--- src/rtl/fsts_pkg.sv ---
package fsts_pkg;
  // Window length in clock cycles for a given duration in microseconds
  function automatic int unsigned usec_to_ticks(int unsigned clk_mhz, int unsigned usec);
    return clk_mhz * usec;
  endfunction

  // Index width for a sector count
  function automatic int unsigned idx_width(int unsigned n);
    return (n > 1) ? $clog2(n) : 1;
  endfunction
endpackage

--- src/rtl/fsts_sector_lookup.sv ---
module fsts_sector_lookup #(
  parameter int unsigned SECTORS = 8,
  localparam int unsigned SW = fsts_pkg::idx_width(SECTORS)
) (
  input  logic [SECTORS-1:0] erase_sel,
  input  logic [SECTORS-1:0] prot_mask,
  input  logic [SW-1:0]      rd_sector,
  input  logic [SW-1:0]      prog_sector,
  output logic               rd_in_sel,
  output logic               prog_prot,
  output logic               erase_all_prot
);
  assign rd_in_sel      = erase_sel[rd_sector];
  assign prog_prot      = prot_mask[prog_sector];
  assign erase_all_prot = (|erase_sel) && !(|(erase_sel & ~prot_mask));
endmodule

--- src/rtl/fsts_guard_timer.sv ---
module fsts_guard_timer #(
  parameter int unsigned LONG_TICKS  = 100,
  parameter int unsigned SHORT_TICKS = 1,
  localparam int unsigned CW = $clog2(LONG_TICKS + 1)
) (
  input  logic clk,
  input  logic rst_n,
  input  logic start_long,
  input  logic start_short,
  output logic active
);
  logic [CW-1:0] cnt_q;

  always_ff @(posedge clk) begin
    if (!rst_n)               cnt_q <= '0;
    else if (start_long)      cnt_q <= CW'(LONG_TICKS);
    else if (start_short)     cnt_q <= CW'(SHORT_TICKS);
    else if (cnt_q != '0)     cnt_q <= cnt_q - 1'b1;
  end

  assign active = (cnt_q != '0);
endmodule

--- src/rtl/fsts_toggle_cell.sv ---
module fsts_toggle_cell (
  input  logic clk,
  input  logic rst_n,
  input  logic advance,
  output logic q
);
  always_ff @(posedge clk) begin
    if (!rst_n)       q <= 1'b0;
    else if (advance) q <= ~q;
  end
endmodule

--- src/rtl/flash_toggle_status.sv ---
module flash_toggle_status #(
  parameter int unsigned SECTORS = 8,
  parameter int unsigned CLK_MHZ = 250,
  localparam int unsigned SW = fsts_pkg::idx_width(SECTORS),
  localparam int unsigned LONG_TICKS  = fsts_pkg::usec_to_ticks(CLK_MHZ, 100),
  localparam int unsigned SHORT_TICKS = fsts_pkg::usec_to_ticks(CLK_MHZ, 1)
) (
  input  logic               clk,
  input  logic               rst_n,
  input  logic               rd_strobe,
  input  logic [SW-1:0]      rd_sector,
  input  logic               prog_busy,
  input  logic               erase_busy,
  input  logic               erase_susp,
  input  logic [SECTORS-1:0] erase_sel,
  input  logic [SECTORS-1:0] prot_mask,
  input  logic               cmd_erase_go,
  input  logic               cmd_prog_go,
  input  logic [SW-1:0]      prog_sector,
  output logic               dq6,
  output logic               dq2,
  output logic               status_sel
);
  logic rd_in_sel, prog_prot, erase_all_prot;
  logic win_active;
  logic run6;       // operation-level toggle condition
  logic dq2_hit;    // read lands in an erase-selected sector with erase pending
  logic dq6_state, dq2_state;

  fsts_sector_lookup #(.SECTORS(SECTORS)) u_lookup (
    .erase_sel      (erase_sel),
    .prot_mask      (prot_mask),
    .rd_sector      (rd_sector),
    .prog_sector    (prog_sector),
    .rd_in_sel      (rd_in_sel),
    .prog_prot      (prog_prot),
    .erase_all_prot (erase_all_prot)
  );

  fsts_guard_timer #(.LONG_TICKS(LONG_TICKS), .SHORT_TICKS(SHORT_TICKS)) u_timer (
    .clk         (clk),
    .rst_n       (rst_n),
    .start_long  (cmd_erase_go && erase_all_prot),
    .start_short (cmd_prog_go && prog_prot),
    .active      (win_active)
  );

  assign run6    = prog_busy || (erase_busy && !erase_susp) || win_active;
  assign dq2_hit = (erase_busy || erase_susp) && rd_in_sel;

  fsts_toggle_cell u_dq6 (
    .clk     (clk),
    .rst_n   (rst_n),
    .advance (rd_strobe && run6),
    .q       (dq6_state)
  );

  fsts_toggle_cell u_dq2 (
    .clk     (clk),
    .rst_n   (rst_n),
    .advance (rd_strobe && dq2_hit),
    .q       (dq2_state)
  );

  assign dq6        = dq6_state;
  assign dq2        = dq2_hit ? dq2_state : 1'b1;
  assign status_sel = run6 || dq2_hit;
endmodule

--- config.mk ---
export PLATFORM = sky130hd
export DESIGN_NAME = flash_toggle_status
export DESIGN_NICKNAME = d
export VERILOG_FILES = /design/src/rtl/fsts_pkg.sv /design/src/rtl/fsts_sector_lookup.sv /design/src/rtl/fsts_guard_timer.sv /design/src/rtl/fsts_toggle_cell.sv /design/src/rtl/flash_toggle_status.sv
export SDC_FILE = /design/constraint.sdc
export NUM_CORES = 1
export LEC_CHECK = 0
export BUFFER_PORTS_ARGS = -buffer_cell sky130_fd_sc_hd__buf_4
export CAP_MARGIN = 15
export CORE_ASPECT_RATIO = 1.2
export CORE_MARGIN = 2
export CORE_UTILIZATION = 39
export DETAILED_ROUTE_END_ITERATION = 10
export GPL_ROUTABILITY_DRIVEN = 0
export PLACE_DENSITY = 0.68
export SKIP_CTS_REPAIR_TIMING = 1
export SYNTH_ARGS = -nofsm -noshare
export SYNTH_HDL_FRONTEND = slang
export SYNTH_SLANG_ARGS = --single-unit
--- constraint.sdc ---
create_clock -name clk -period 4.1 [get_ports clk]
set_input_delay 0.205 -clock clk [delete_from_list [all_inputs] [get_ports clk]]
set_output_delay 0.205 -clock clk [all_outputs]
set_load 0.02 [all_outputs]
==> key figures <==
Worst setup path
  – Worst path slowest cell: or4_4
  – R2R Path Start: u_timer.cnt_q[0]
  – WP buf/inv: 1
  – Critical path startpoint: u_timer.cnt_q[9]
  – R2R cell count: 6
  – Worst path top cell family by delay: simple AND/OR/NAND/NOR gates
  – Critical path peak fanout: 10
  – R2r setup slk: 1990 ps
  – Stages on worst setup path: 6
  – Crit path to: status_sel
  – Cell Chain, Critical Path: or4_4 -> or3_1 -> or2_1 -> nor3_1 -> o21ai_0 -> buf_4
  – Worst Path Arrival: 2470 ps
  – Data required time at the worst endpoint: between 3000 and 4000 ps
  – RR Endpoint: u_timer.cnt_q[10]
  – Setup crit end kind: primary output
  – Startpoint Class: flip-flop
  – CP max stage delay: 540 ps
  – Kind of critical path: reg -> out

STA
  – Worst hold margin: ~160 ps
  – Max-Slew Margin vs Limit: roughly three fifths
  – Setup Skew: 8.32 ps
  – Fmax: 373 MHz
  – Minimum clock period after layout: 2680 ps
  – Final worst setup slack: 1420 ps
  – Slew Viols, Final: 0
  – Final Setup Violations: 0
  – Setup Total Neg Slack: 0 ps
  – Final period utilization: 65.3%
  – RSZ-0062 raised after global routing: no
  – Worst-Margin Slew: 589 ps
  – Hold Violations, Final: 0

Routing
  – Vias per inst: between 5 and 6
  – Drt drc: 0
  – M1 WL: 1060 µm
  – WL met2: 1350 µm
  – DRT Pass-1 Iters: 4
  – WL final: 2570 µm
  – Met3 routed WL: 109 µm
  – Uppermost layer routed: met4
  – Drt initial violations: 22
  – Wirelength per Cell: 12.9 µm
  – Vias after detailed routing: between 1000 and 1500
  – Final ANT Viol Nets: 0

Synth
  – Distinct cells, synth: 40
  – Syn Nets: 163
  – Synth async-reset ratio: 0%
  – Seq/Total Area, Yosys: 31.2%
  – Number of synthesized flops with an enable pin: 0
  – Top FF cell, synth: dfxtp_1
  – Synthesized instance count: 132
  – Synthesized flop and latch total: 17
  – Post-synthesis average cell area: about 8.3 µm²
  – Synthesized cell area: 1090 µm²
  – Synth Warn #: 0

Pwr
  – Clock network power share: roughly 16%
  – Combinational Power Share: around 45%
  – PwrDens: 419 nW/µm²
  – Leak: 0.568 nW
  – Net Sw Power: 223 µW
  – Seq pwr share: 39.6%
  – Internal power: 355 µW
  – Peak VDD IR: 0.000245 V
  – Switching Fraction: 38.6%

GRT
  – Global-route wire length before repair: around 4300 µm
  – Total Routing Usage GR: 17.6%
  – Pin count of the biggest net entering global routing: 11
  – Total gr overflow: 0
  – Vias in the first global route: 1092
  – Initial antenna violation count: 0

Floorplan
  – Full die area: between 3000 and 4000 µm²
  – Starting density of the core: 39.9%
  – Core box area: 2730 µm²
  – Die width: about 52 µm
  – I/O Pins: 33
  – Die height: 61.9 µm
  – Number of core rows: 21

Placement
  – DPL Wire Length: between 2000 and 2500 µm
  – IO Port Bufs: 32
  – Placed cell area: 1360 µm²
  – Placement Setup Slack: 1750 ps

CTS
  – TritonCTS Sinks: 17
  – Htree depth: 1
  – Clock buffer depth: 2
  – Clk_lat worst skew: between 200 and 300 ps
  – CTS Root Buffer Type: clkbuf_4
  – Total CTS buffers: 3
  – Reg clk slew, reported paths: roughly 100 ps
  – CTS tree: yes

Cells and area
  – Post-route cell area: approximately 1400 µm²
  – Fill count: 285
  – Most common cell after layout, fill and taps aside: buf_4
  – Multi-input logic area: approximately 690 µm²
  – Fin util: 50.5%
  – Layout area overhead: 26.6%
  – FF/Latch Area: about 340 µm²
  – Total Nets Final: 197
  – Layout cell share with drive strength beyond 1: 25.5%
  – Commonest non-fill, non-tap cells in the layout: buf_4 (32), dfxtp_1 (17), a21oi_1 (12), inv_1 (11), nor2_1 (11)
  – ANT cells: 0

Hold path
  – Worst Hold Depth: 2
  – Worst Hold Class: in -> reg

Flow run
  – Max Cap Violations: 0

Status
  – Status: finished, final reports clean
## power by group through the flow
stage,registers (mW),clock network [mW],logic [mW]
final,0.229,0.0903,0.259
after global routing,0.234,0.101,0.288
after CTS,0.228,0.0923,0.259
after detailed placement,0.232,0,0.256
after global placement,0.230,0,0.257
after floorplan,0.227,0,0.200
## layer usage
| layer | vias to the layer above | track usage, % |
|---|---|---|
| met4 | 0 | 7.69 |
| met3 | 5 | 2.39 |
| met5 | - | 0 |
| li1 | 552 | - |
| met2 | 38 | 34.1 |
| met1 | 516 | 18.9 |
## cells by family after synthesis
family | after synthesis | synth area share [%]
AO/OA/AOI/OAI | 40 | 24.7
XOR/XNOR | 8 | 6.42
adder cells (fa/ha/maj) | 1 | 1.15
buffers and inverters | 14 | 5.50
flip-flops | 17 | 31.2
multiplexers | 5 | 8.03
AND/OR/NAND/NOR | 47 | 23.1
## worst min path at each step
stage,end,start
floorplan,u_dq6.q,rst_n
global placement,u_dq6.q,rst_n
detailed placement,u_dq6.q,rst_n
CTS,u_dq6.q,rst_n
global route,u_dq6.q,rst_n
finish,u_dq6.q,rst_n
## cells in the mapped netlist, types with 2 or more instances
library cell	instances	area [µm²]
o21ai_0	10	50.1
clkbuf_1	2	7.51
nor2b_1	2	12.5
nor3_1	4	20.0
o21a_1	2	15.0
a21oi_1	12	60.1
dfxtp_1	17	340
nor4_1	4	25.0
o2111ai_1	3	26.3
or3_1	3	18.8
inv_1	11	41.3
mux4_2	3	67.6
xor2_1	5	43.8
o211ai_1	4	30.0
nand2_1	10	37.5
xnor2_1	3	26.3
nor2_1	11	41.3
mux2i_1	2	20.0
a31oi_1	3	18.8
## flip-flops by register name, summed over array words and instances (netlist names)
| signal | cells |
|---|---|
| u_timer.cnt_q | 15 |
| u_dq2.q | 1 |
| u_dq6.q | 1 |
## per-stage QoR
step           power (mW)  std cells
2_1_floorplan       0.427        132
3_3_place_gp        0.487        195
3_5_place_dp        0.488        195
4_1_cts             0.579        199
5_1_grt             0.623        199
6_report            0.578        199
## area by class of cell
type	instances	share of cell area [%]
inverter	11	2.99
clock buffer	4	1.90
multi-input combinational	101	50.0
tap	34	3.08
timing repair buffer	32	17.4
sequential	17	24.6
Note: power is estimated with default switching activity, not from simulation.
